===== config.mk =====
export PLATFORM = sky130hd
export DESIGN_NAME = dma_reload_seq
export DESIGN_NICKNAME = d
export VERILOG_FILES = /design/src/rtl/dma_rl_pkg.sv /design/src/rtl/dma_rl_regs.sv /design/src/rtl/dma_rl_addr.sv /design/src/rtl/dma_rl_seq.sv /design/src/rtl/dma_reload_seq.sv
export SDC_FILE = /design/constraint.sdc
export NUM_CORES = 1
export LEC_CHECK = 0
export CORE_MARGIN = 4
export CORE_UTILIZATION = 40
export DETAILED_ROUTE_END_ITERATION = 8
export HOLD_SLACK_MARGIN = 0.15
export PLACE_DENSITY = 0.61
export RECOVER_POWER = 100
export SLEW_MARGIN = 20
export SYNTH_ARGS = -nofsm -noshare
export SYNTH_HDL_FRONTEND = slang
export SYNTH_SLANG_ARGS = --single-unit
export TNS_END_PERCENT = 50

===== constraint.sdc =====
create_clock -name clk -period 3.4 [get_ports clk]
set_clock_uncertainty 0.15 [all_clocks]
set_input_delay 0.68 -clock clk [delete_from_list [all_inputs] [get_ports clk]]
set_output_delay 0.68 -clock clk [all_outputs]
set_load 0.1 [all_outputs]

===== src/rtl/dma_rl_pkg.sv =====
package dma_rl_pkg;
  typedef enum logic [1:0] {ST_IDLE = 2'd0, ST_RUN = 2'd1, ST_HOLD = 2'd2} seq_state_t;

  localparam int REG_AW = 4;
  localparam logic [REG_AW-1:0] REG_GLB     = 4'd0;
  localparam logic [REG_AW-1:0] REG_GO      = 4'd1;
  localparam logic [REG_AW-1:0] REG_RESUME  = 4'd2;
  localparam logic [REG_AW-1:0] REG_STAT    = 4'd3;
  localparam logic [REG_AW-1:0] REG_IRQEN   = 4'd4;
  localparam logic [REG_AW-1:0] REG_FLAGS   = 4'd5;
  localparam logic [REG_AW-1:0] REG_SRC     = 4'd6;
  localparam logic [REG_AW-1:0] REG_DST     = 4'd7;
  localparam logic [REG_AW-1:0] REG_CTL     = 4'd8;
  localparam logic [REG_AW-1:0] REG_CUR_SRC = 4'd9;
  localparam logic [REG_AW-1:0] REG_CUR_DST = 4'd10;

  // control word field positions
  localparam int CTL_SW   = 16;
  localparam int CTL_DW   = 18;
  localparam int CTL_SM   = 20;
  localparam int CTL_DM   = 22;
  localparam int CTL_AUTO = 24;
  localparam int CTL_SREL = 25;
  localparam int CTL_DREL = 26;
  localparam int CTL_BITS = 27;
endpackage


===== src/rtl/dma_rl_regs.sv =====
module dma_rl_regs
  import dma_rl_pkg::*;
#(
  parameter int AW    = 32,
  parameter int DW    = 32,
  parameter int LEN_W = 16
) (
  input  logic              clk,
  input  logic              rst,
  input  logic              wr_en,
  input  logic [REG_AW-1:0] wr_addr,
  input  logic [DW-1:0]     wr_data,
  input  logic [REG_AW-1:0] rd_addr,
  output logic [DW-1:0]     rd_data,
  input  logic              st_active,
  input  logic              st_hold,
  input  logic              set_buf,
  input  logic              set_xfer,
  input  logic [AW-1:0]     cur_src,
  input  logic [AW-1:0]     cur_dst,
  output logic              glb_en,
  output logic              go_req,
  output logic              resume_req,
  output logic              irq_unmask,
  output logic [AW-1:0]     src_init,
  output logic [AW-1:0]     dst_init,
  output logic [LEN_W-1:0]  len_cfg,
  output logic [1:0]        src_w,
  output logic [1:0]        dst_w,
  output logic [1:0]        src_mode,
  output logic [1:0]        dst_mode,
  output logic              auto_on,
  output logic              src_rel,
  output logic              dst_rel
);
  logic [CTL_BITS-1:0] ctl_q;
  logic                f_buf, f_xfer;
  logic                clr_wr;

  assign go_req     = wr_en && (wr_addr == REG_GO) && wr_data[0];
  assign resume_req = wr_en && (wr_addr == REG_RESUME) && wr_data[0];
  assign clr_wr     = wr_en && (wr_addr == REG_FLAGS);

  assign len_cfg  = ctl_q[LEN_W-1:0];
  assign src_w    = ctl_q[CTL_SW+:2];
  assign dst_w    = ctl_q[CTL_DW+:2];
  assign src_mode = ctl_q[CTL_SM+:2];
  assign dst_mode = ctl_q[CTL_DM+:2];
  assign auto_on  = ctl_q[CTL_AUTO];
  assign src_rel  = ctl_q[CTL_SREL];
  assign dst_rel  = ctl_q[CTL_DREL];

  always_ff @(posedge clk) begin
    if (rst) begin
      glb_en     <= 1'b0;
      irq_unmask <= 1'b0;
      src_init   <= '0;
      dst_init   <= '0;
      ctl_q      <= '0;
      f_buf      <= 1'b0;
      f_xfer     <= 1'b0;
      rd_data    <= '0;
    end else begin
      if (wr_en) begin
        case (wr_addr)
          REG_GLB:   glb_en     <= wr_data[0];
          REG_IRQEN: irq_unmask <= wr_data[0];
          REG_SRC:   src_init   <= wr_data[AW-1:0];
          REG_DST:   dst_init   <= wr_data[AW-1:0];
          REG_CTL:   ctl_q      <= wr_data[CTL_BITS-1:0];
          default: ;
        endcase
      end
      // a new event wins over a clear in the same cycle
      f_buf  <= set_buf  | (f_buf  & ~(clr_wr & wr_data[0]));
      f_xfer <= set_xfer | (f_xfer & ~(clr_wr & wr_data[1]));
      case (rd_addr)
        REG_GLB:     rd_data <= DW'(glb_en);
        REG_STAT:    rd_data <= DW'({st_hold, st_active});
        REG_IRQEN:   rd_data <= DW'(irq_unmask);
        REG_FLAGS:   rd_data <= DW'({f_xfer, f_buf});
        REG_SRC:     rd_data <= DW'(src_init);
        REG_DST:     rd_data <= DW'(dst_init);
        REG_CTL:     rd_data <= DW'(ctl_q);
        REG_CUR_SRC: rd_data <= DW'(cur_src);
        REG_CUR_DST: rd_data <= DW'(cur_dst);
        default:     rd_data <= '0;
      endcase
    end
  end
endmodule


===== src/rtl/dma_rl_addr.sv =====
module dma_rl_addr #(
  parameter int AW = 32
) (
  input  logic          clk,
  input  logic          rst,
  input  logic          load,
  input  logic [AW-1:0] init,
  input  logic          adv,
  input  logic          rel,
  input  logic [1:0]    width,
  input  logic [1:0]    mode,
  output logic [AW-1:0] addr
);
  logic [AW-1:0] stride, stepped;

  assign stride = AW'(1) << width;

  always_comb begin
    case (mode)
      2'd0:    stepped = addr + stride;
      2'd1:    stepped = addr - stride;
      default: stepped = addr;
    endcase
  end

  always_ff @(posedge clk) begin
    if (rst)       addr <= '0;
    else if (load) addr <= init;
    else if (adv)  addr <= rel ? init : stepped;
  end
endmodule


===== src/rtl/dma_rl_seq.sv =====
module dma_rl_seq
  import dma_rl_pkg::*;
#(
  parameter int LEN_W = 16
) (
  input  logic             clk,
  input  logic             rst,
  input  logic             glb_en,
  input  logic             go_req,
  input  logic             resume_req,
  input  logic             beat_ack,
  input  logic             auto_on,
  input  logic             irq_unmask,
  input  logic [LEN_W-1:0] len_cfg,
  output seq_state_t       state,
  output logic             load,
  output logic             adv,
  output logic             boundary,
  output logic             set_buf,
  output logic             set_xfer,
  output logic [LEN_W-1:0] beats_left
);
  logic [LEN_W-1:0] eff_len;
  seq_state_t       nxt;

  assign eff_len  = (len_cfg == '0) ? LEN_W'(1) : len_cfg;
  assign load     = go_req && glb_en && (state == ST_IDLE);
  assign adv      = (state == ST_RUN) && beat_ack;
  assign boundary = adv && (beats_left == LEN_W'(1));
  assign set_buf  = boundary && glb_en;
  assign set_xfer = boundary && glb_en && !auto_on;

  always_comb begin
    nxt = state;
    case (state)
      ST_IDLE: if (load) nxt = ST_RUN;
      ST_RUN: begin
        if (adv && !glb_en)  nxt = ST_IDLE;
        else if (boundary) begin
          if (!auto_on)        nxt = ST_IDLE;
          else if (irq_unmask) nxt = ST_HOLD;
          else                 nxt = ST_RUN;
        end
      end
      ST_HOLD: begin
        if (!glb_en)         nxt = ST_IDLE;
        else if (resume_req) nxt = ST_RUN;
      end
      default: nxt = ST_IDLE;
    endcase
  end

  always_ff @(posedge clk) begin
    if (rst) begin
      state      <= ST_IDLE;
      beats_left <= '0;
    end else begin
      state <= nxt;
      if (load)     beats_left <= eff_len;
      else if (adv) beats_left <= boundary ? eff_len : beats_left - LEN_W'(1);
    end
  end
endmodule


===== src/rtl/dma_reload_seq.sv =====
module dma_reload_seq
  import dma_rl_pkg::*;
#(
  parameter int AW    = 32,
  parameter int DW    = 32,
  parameter int LEN_W = 16
) (
  input  logic              clk,
  input  logic              rst,
  input  logic              reg_wr,
  input  logic [REG_AW-1:0] reg_waddr,
  input  logic [DW-1:0]     reg_wdata,
  input  logic [REG_AW-1:0] reg_raddr,
  output logic [DW-1:0]     reg_rdata,
  output logic              beat_req,
  input  logic              beat_ack,
  output logic [AW-1:0]     beat_src,
  output logic [AW-1:0]     beat_dst,
  output logic [1:0]        beat_width
);
  seq_state_t       st;
  logic             glb_en, go_req, resume_req, irq_unmask;
  logic [AW-1:0]    src_init, dst_init;
  logic [LEN_W-1:0] len_cfg, beats_left;
  logic [1:0]       src_w, dst_w, src_mode, dst_mode;
  logic             auto_on, src_rel, dst_rel;
  logic             load, adv, boundary, set_buf, set_xfer;

  dma_rl_regs #(.AW(AW), .DW(DW), .LEN_W(LEN_W)) u_regs (
    .clk(clk), .rst(rst), .wr_en(reg_wr), .wr_addr(reg_waddr), .wr_data(reg_wdata),
    .rd_addr(reg_raddr), .rd_data(reg_rdata),
    .st_active(st != ST_IDLE), .st_hold(st == ST_HOLD),
    .set_buf(set_buf), .set_xfer(set_xfer), .cur_src(beat_src), .cur_dst(beat_dst),
    .glb_en(glb_en), .go_req(go_req), .resume_req(resume_req), .irq_unmask(irq_unmask),
    .src_init(src_init), .dst_init(dst_init), .len_cfg(len_cfg),
    .src_w(src_w), .dst_w(dst_w), .src_mode(src_mode), .dst_mode(dst_mode),
    .auto_on(auto_on), .src_rel(src_rel), .dst_rel(dst_rel)
  );

  dma_rl_seq #(.LEN_W(LEN_W)) u_seq (
    .clk(clk), .rst(rst), .glb_en(glb_en), .go_req(go_req), .resume_req(resume_req),
    .beat_ack(beat_ack), .auto_on(auto_on), .irq_unmask(irq_unmask), .len_cfg(len_cfg),
    .state(st), .load(load), .adv(adv), .boundary(boundary),
    .set_buf(set_buf), .set_xfer(set_xfer), .beats_left(beats_left)
  );

  dma_rl_addr #(.AW(AW)) u_src (
    .clk(clk), .rst(rst), .load(load), .init(src_init), .adv(adv),
    .rel(boundary && src_rel), .width(src_w), .mode(src_mode), .addr(beat_src)
  );

  dma_rl_addr #(.AW(AW)) u_dst (
    .clk(clk), .rst(rst), .load(load), .init(dst_init), .adv(adv),
    .rel(boundary && dst_rel), .width(dst_w), .mode(dst_mode), .addr(beat_dst)
  );

  assign beat_req   = (st == ST_RUN);
  assign beat_width = src_w;
endmodule


==> flow_summary.json, run 1 <==
{
  "status": "complete, but fails checks",
  "violations": "capacitance limit, slew limit",
  "worstHoldStart": "u_regs.dst_init[23]$_SDFFE_PP0P_",
  "drc_errors": 0,
  "clkPwrFrac_pct": 49.3,
  "clk_pin_slew_worst_paths_ps": 60,
  "vias": 12925,
  "clockRootBuffer": "clkbuf_16",
  "numCtsBuffers": 24,
  "grt_pass1_wl_um": 69000,
  "fin_area_um2": 15100,
  "yosys_warnings": 0,
  "cp_data_required_time_ps": 3670,
  "synthArstFlopShare_pct": 0,
  "p_per_area_nw_per_um2": 361,
  "ys_ff_latch": 209,
  "worst-r2r-setup-slack_ps": 110,
  "path_buf_inv": 3,
  "worstSkewPairLatency_ps": 520,
  "rows": 63,
  "syn_nets": 1726,
  "cts_buffer_depth": 3,
  "gp_congestion": 0.937,
  "critPathTopFamily": "buffers and inverters",
  "nFillCells": 3045,
  "startpoint": "reg_waddr[0]",
  "firstDrtPassIters": 5,
  "hpwl_um": 33600,
  "critPathArrivalTime_ps": 3590,
  "syn_area_um2": 12200,
  "postSynthAreaPerCell_um2": 7.57,
  "synth_cell_type_count": 80,
  "grt_max_degree": 131,
  "path_common_cell": "clkbuf_1",
  "seqPwrFrac_pct": 45.6,
  "crit_chain": "dlygate4sd3_1, clkbuf_1, nor2_1, and3_1, clkbuf_1, nand2_1, a21oi_1",
  "drtIter0Drc": 1161,
  "antennaDiodeCount": 0,
  "drv_slew": 61,
  "slew-limit-headroom_pct": -6.27,
  "htree_levels": 1,
  "dpl_cell_area_um2": 14600,
  "combPwrFrac_pct": 5.2,
  "fmax_ghz": 0.301,
  "area_growth_pct": 23.1,
  "totalPowerFinal_mw": 5.44,
  "pin_count": 143,
  "grt_overflow": 0,
  "die_h_um": 183,
  "io_buffers": 142,
  "setup_violations": 0,
  "synth_edf_count": 0,
  "worstMarginPinSlew_ps": 1590,
  "drive_above_1_share_pct": 11.6,
  "grt_pass1_vias": 12180,
  "die-width_um": 183,
  "fin_nets": 1922,
  "antenna_found_initial": 0,
  "routedWlPerCell_um": 20.3,
  "intPower_mw": 4.20,
  "postRouteAntennaNets": 0,
  "cts_hold_buf": 0,
  "power_switching_mw": 1.24,
  "cts_sinks": 209,
  "wirelength_um": 45000,
  "crit_slowest_cell": "clkbuf_1",
  "max_cap_viol_count": 2,
  "hold_viol_final": 0,
  "min_path_type": "register to register",
  "rsz0062_at_grt": "yes",
  "fin_util_pct": 50.4,
  "cp-end-kind": "register",
  "cp_slowest_stage_delay_ps": 1150,
  "worstReg2RegEnd": "u_dst.addr[31]$_SDFFE_PP0P_",
  "cp_max_fo": 27,
  "start_util_pct": 41.0,
  "crit_path_start_kind": "primary input",
  "grt_usage_pct": 25.5,
  "core_um2": 29900,
  "drt-vias-per-instance": 5.82,
  "critPathKind": "primary input to register",
  "irDropWorstVdd_mv": 0.344,
  "finalCritPeriodShare_pct": 97.6,
  "rr_worst_depth": 12,
  "synth_ff_type": "dfxtp_1",
  "cts_tree": "built",
  "die_area_um2": 33500,
  "hold_depth": 2,
  "period_needed_ps": 3320,
  "swShare_pct": 22.8,
  "syn_inst": 1617,
  "p_leak_nw": 5.72,
  "min_to": "u_regs.dst_init[23]$_SDFFE_PP0P_",
  "synth_seq_area_share_pct": 34.2,
  "reg2reg_from": "u_regs.ctl_q[23]$_SDFFE_PP0P_"
}
==> worst reg2reg max path, stage by stage, from the launching register on <==
cell and delay (ps):
dfxtp_1 310, nand2b_4 170, o21bai_2 170, ha_1 250, nor2b_1 140, o31a_1 250, o41a_1 460, a211o_1 360
a41oi_2 240, o41ai_1 110, a211oi_2 250, mux2i_1 210, a21oi_1 80
==> routing by layer <==
layer  wire length, um  up-vias  global-route usage (%)
li1                  -     6261                       -
met1             19500     6060                    35.0
met2             20800      521                    42.3
met3              3180       83                    3.21
met4              1530        0                    7.54
met5                 0        -                       0
==> Yosys cell counts, types with 5 or more instances <==
cell,number,area (um^2)
o21bai_1,9,67.6
a21o_1,31,233
and3_1,7,43.8
a22oi_1,80,601
a211oi_1,20,150
inv_1,25,93.8
ha_1,63,788
o211ai_1,8,60.1
nand3_1,21,105
and2_1,6,37.5
o22ai_1,7,43.8
nor4_1,11,68.8
nor2b_1,10,62.6
and4_1,5,43.8
nor2_1,121,454
buf_2,13,65.1
or2_2,6,37.5
a31oi_1,37,231
a311oi_1,20,175
nand2b_1,15,93.8
nor3_1,31,155
o31ai_1,8,60.1
o21a_1,7,52.6
clkbuf_1,77,289
xnor2_1,33,289
a21oi_1,211,1060
o21ai_0,80,400
or3_1,6,37.5
buf_4,6,45.0
xor2_1,17,149
nand4_1,10,62.6
nand2_1,324,1220
dfxtp_1,209,4180
==> power by group through the flow <==
stage / clock network (mW) / logic [mW] / registers, mW
2_1_floorplan: 0 / 0.129 / 2.53
3_3_place_gp: 0 / 0.282 / 2.53
3_5_place_dp: 0 / 0.282 / 2.53
4_1_cts: 2.72 / 0.283 / 2.48
5_1_grt: 2.82 / 0.301 / 2.48
6_report: 2.68 / 0.282 / 2.48
==> cell type report <==
type | count | area, um^2 | area share (%)
Multi-Input combinational cell | 1283 | 7680 | 51.0
Sequential cell | 209 | 4200 | 27.8
Inverter | 25 | 97.6 | 0.648
Timing Repair Buffer | 270 | 1780 | 11.8
Clock buffer | 35 | 733 | 4.87
Clock inverter | 7 | 88.8 | 0.590
Tap cell | 390 | 488 | 3.24
==> worst max path at each step <==
stage | end | slack, ps | depth (start not counted)
after floorplan | u_dst.addr[31]$_SDFFE_PP0P_ | 8 | 10
after global placement | u_dst.addr[28]$_SDFFE_PP0P_ | 30 | 13
after detailed placement | u_dst.addr[28]$_SDFFE_PP0P_ | -20 | 13
after CTS | u_dst.addr[31]$_SDFFE_PP0P_ | 10 | 12
after global routing | u_dst.addr[24]$_SDFFE_PP0P_ | -70 | 13
final | u_regs.ctl_q[23]$_SDFFE_PP0P_ | 80 | 7
==> cell usage in the layout (no fill, tap or decap), types with 16 or more instances in the layout <==
cell type | synthesis | final
a21o_1 | 31 | 31
buf_4 | 6 | 103
nor2_1 | 121 | 117
nand3_1 | 21 | 21
clkbuf_16 | 0 | 25
clkdlybuf4s50_1 | 0 | 37
inv_1 | 25 | 24
o21ai_0 | 80 | 76
nand2_1 | 324 | 325
a311oi_1 | 20 | 19
xor2_1 | 17 | 17
a211oi_1 | 20 | 16
a22oi_1 | 80 | 80
clkbuf_1 | 77 | 112
ha_1 | 63 | 61
a21oi_1 | 211 | 208
a31oi_1 | 37 | 35
xnor2_1 | 33 | 33
dfxtp_1 | 209 | 200
nor3_1 | 31 | 31
==> state kept, by name, indices dropped and copies added (netlist names) <==
name,cells
u_regs.glb_en,1
u_seq.state,2
u_regs.src_init,32
u_regs.f_xfer,1
u_dst.addr,32
u_src.addr,32
u_regs.irq_unmask,1
u_regs.f_buf,1
u_regs.ctl_q,27
u_regs.dst_init,32
u_regs.rd_data,32
u_seq.beats_left,16
==> per-stage QoR <==
stage | setup slack [ps] | hold WS, ps | instances | setup TNS, ps
floorplan | 8.43 | 295 | 1617 | 0
global placement | 31.5 | 310 | 2175 | 0
detailed placement | -16.9 | 313 | 2175 | -16.9
CTS | 14.9 | 323 | 2218 | 0
global route | -69.7 | 339 | 2219 | -247
finish | 80.5 | 324 | 2219 | 0
==> kinds of logic after synthesis <==
logic type      after synthesis  share of synthesized area, %
buf+inv                     125                          4.28
simple gates                589                          20.9
fa+ha+maj                    65                          6.77
mux                           5                         0.419
flops                       209                          34.2
compound gates              574                          29.9
xor+xnor                     50                          3.58
==> timing repair <==
action                     4_1_cts  5_1_grt
gates resized for setup          0       26
buffers inserted                 1        1
setup endpoints to repair        1       24
pin swaps                        0        4
(Power assumes the default switching activity.)
==> inputs of run 2 (changes only) <==
- SLEW_MARGIN: 20 -> 15
==> results of run 2 <==
Final layout, timing and power as in run 1 (identical DEF).
==> inputs of run 3 (changes only) <==
- SKIP_CTS_REPAIR_TIMING: default -> 1
==> run 3 against run 2 <==
  * The flow still finishes with violations (capacitance limit, slew limit)
  * Largest power group unchanged
  * Non-clock buffer count fell by 1
  * Wire length fell by 0.15%
  * Critical path type unchanged
  * Final cell count barely moved
  * Setup slack got worse by 17 ps
  * Global-route usage barely moved
  * Largest cell class unchanged
  * First-iteration DRC count rose by 1.8%
  * Final area barely moved
==> flow_summary.json, run 3 (synthesized netlist as in run 1, its figures left out) <==
{
  "critPathKind": "primary input to register",
  "path_common_cell": "clkbuf_1",
  "drv_slew": 61,
  "cts_buffer_depth": 3,
  "status": "complete, but fails checks",
  "cp_max_fo": 27,
  "fin_cells": 2218,
  "grt_pass1_wl_um": 69000,
  "timing.hold.ws_ps": 323,
  "drtIter0Drc": 1182,
  "rr_worst_depth": 12,
  "irDropWorstVdd_mv": 0.345,
  "finalCritPeriodShare_pct": 98.1,
  "worst-r2r-setup-slack_ps": 110,
  "grt_pass1_vias": 12178,
  "cts_tree": "built",
  "antenna_found_initial": 0,
  "fin_nets": 1921,
  "vias": 12840,
  "htree_levels": 1,
  "area_growth_pct": 23.2,
  "worstReg2RegEnd": "u_dst.addr[31]$_SDFFE_PP0P_",
  "firstDrtPassIters": 7,
  "grt_max_degree": 131,
  "rows": 63,
  "cp-end-kind": "register",
  "wirelength_um": 45000,
  "worstSkewPairLatency_ps": 520,
  "postRouteAntennaNets": 0,
  "reg2reg_from": "u_regs.ctl_q[23]$_SDFFE_PP0P_",
  "io_buffers": 142,
  "grt_overflow": 0,
  "drt-vias-per-instance": 5.79,
  "hold_viol_final": 0,
  "gp_congestion": 0.937,
  "fmax_ghz": 0.300,
  "layout_commonest_cell": "nand2_1",
  "antennaDiodeCount": 0,
  "place_inst": 2175,
  "hpwl_um": 33600,
  "cp_data_required_time_ps": 3660,
  "die_area_um2": 33500,
  "cts_sinks": 209,
  "critPathArrivalTime_ps": 3600,
  "violations": "capacitance limit, slew limit",
  "cp_slowest_stage_delay_ps": 1150,
  "slew-limit-headroom_pct": -7.18,
  "clockRootBuffer": "clkbuf_16",
  "p_per_area_nw_per_um2": 361,
  "setup_violations": 0,
  "grt_usage_pct": 25.5,
  "worstMarginPinSlew_ps": 1610,
  "startpoint": "reg_waddr[0]",
  "numCtsBuffers": 24,
  "routedWlPerCell_um": 20.3,
  "period_needed_ps": 3340,
  "clk_pin_slew_worst_paths_ps": 60,
  "core_um2": 29900,
  "die_h_um": 183,
  "start_util_pct": 41.0,
  "nFillCells": 3042,
  "drc_errors": 0,
  "mostFrequentLayoutCells": "nand2_1, a21oi_1, dfxtp_1",
  "crit_slowest_cell": "clkbuf_1",
  "setup.worst_path.end": "u_regs.ctl_q[23]$_SDFFE_PP0P_",
  "pin_count": 143,
  "worstHoldStart": "u_regs.dst_init[23]$_SDFFE_PP0P_",
  "p_leak_nw": 5.73,
  "crit_path_start_kind": "primary input",
  "die-width_um": 183,
  "drive_above_1_share_pct": 11.8,
  "crit_chain": "dlygate4sd3_1, clkbuf_1, nor2_1, and3_1, clkbuf_1, nand2_1, a21oi_1",
  "min_path_type": "register to register",
  "max_cap_viol_count": 2
}
-- run 3: cell types whose count changed in the layout (fill, tap and decap cells not counted), sizes merged --
cell / change
clkbuf: -3
buf: +2
-- run 3: layout make-up --
type / count / area [um^2] / share of cell area [%]
flip-flops and latches: 209 / 4200 / 27.8
clock buffers: 35 / 733 / 4.86
well taps: 390 / 488 / 3.24
multi-input cells: 1283 / 7670 / 50.9
clock inverters: 7 / 88.8 / 0.589
inverters: 25 / 97.6 / 0.647
repair buffers: 269 / 1800 / 11.9
-- run 3: power breakdown --
| group | internal (mW) | total, mW | switching (mW) |
|---|---|---|---|
| combinational | 0.101 | 0.282 | 0.182 |
| clock | 1.64 | 2.68 | 1.04 |
| sequential | 2.46 | 2.48 | 0.0163 |
| total | 4.20 | 5.44 | 1.24 |
-- run 3: metal layers --
layer | share of wire [%] | global-route usage [%] | vias to the layer above
li1 | - | - | 6260
met1 | 43 | 35.0 | 6044
met4 | 3.3 | 7.54 | 0
met5 | 0 | 0 | -
met3 | 7.1 | 3.21 | 76
met2 | 46 | 42.3 | 460
-- run 3: worst min path at each step --
| stage | endpoint | depth (start not counted) |
|---|---|---|
| finish | u_regs.dst_init[23]$_SDFFE_PP0P_ | 2 |
| CTS | u_regs.dst_init[26]$_SDFFE_PP0P_ | 2 |
| detailed placement | u_regs.dst_init[26]$_SDFFE_PP0P_ | 2 |
| floorplan | u_regs.dst_init[24]$_SDFFE_PP0P_ | 2 |
| global placement | u_regs.dst_init[26]$_SDFFE_PP0P_ | 2 |
| global route | u_regs.src_init[5]$_SDFFE_PP0P_ | 2 |
-- run 3: per-stage QoR --
step                      setup slack (ps)  utilization (%)  instance area (um^2)  total power [mW]  TNS, ps
after floorplan                       8.43                -                 12300              2.66        0
after global placement                31.5             49.0                 14600              2.81        0
after detailed placement             -16.9             49.0                 14600              2.82    -16.9
after CTS                            -47.6             51.7                 15500              5.48    -47.6
after global routing                 -14.2             50.5                 15100              5.60    -26.1
final                                 63.0             50.5                 15100              5.44        0
-- run 3: worst max-delay path: cells and delay by family --
| kind | cells | cell delay, ps |
|---|---|---|
| buffers and inverters | 3 | 1890 |
| AOI/OAI and AO/OA | 1 | 300 |
| and+or+nand+nor | 3 | 690 |
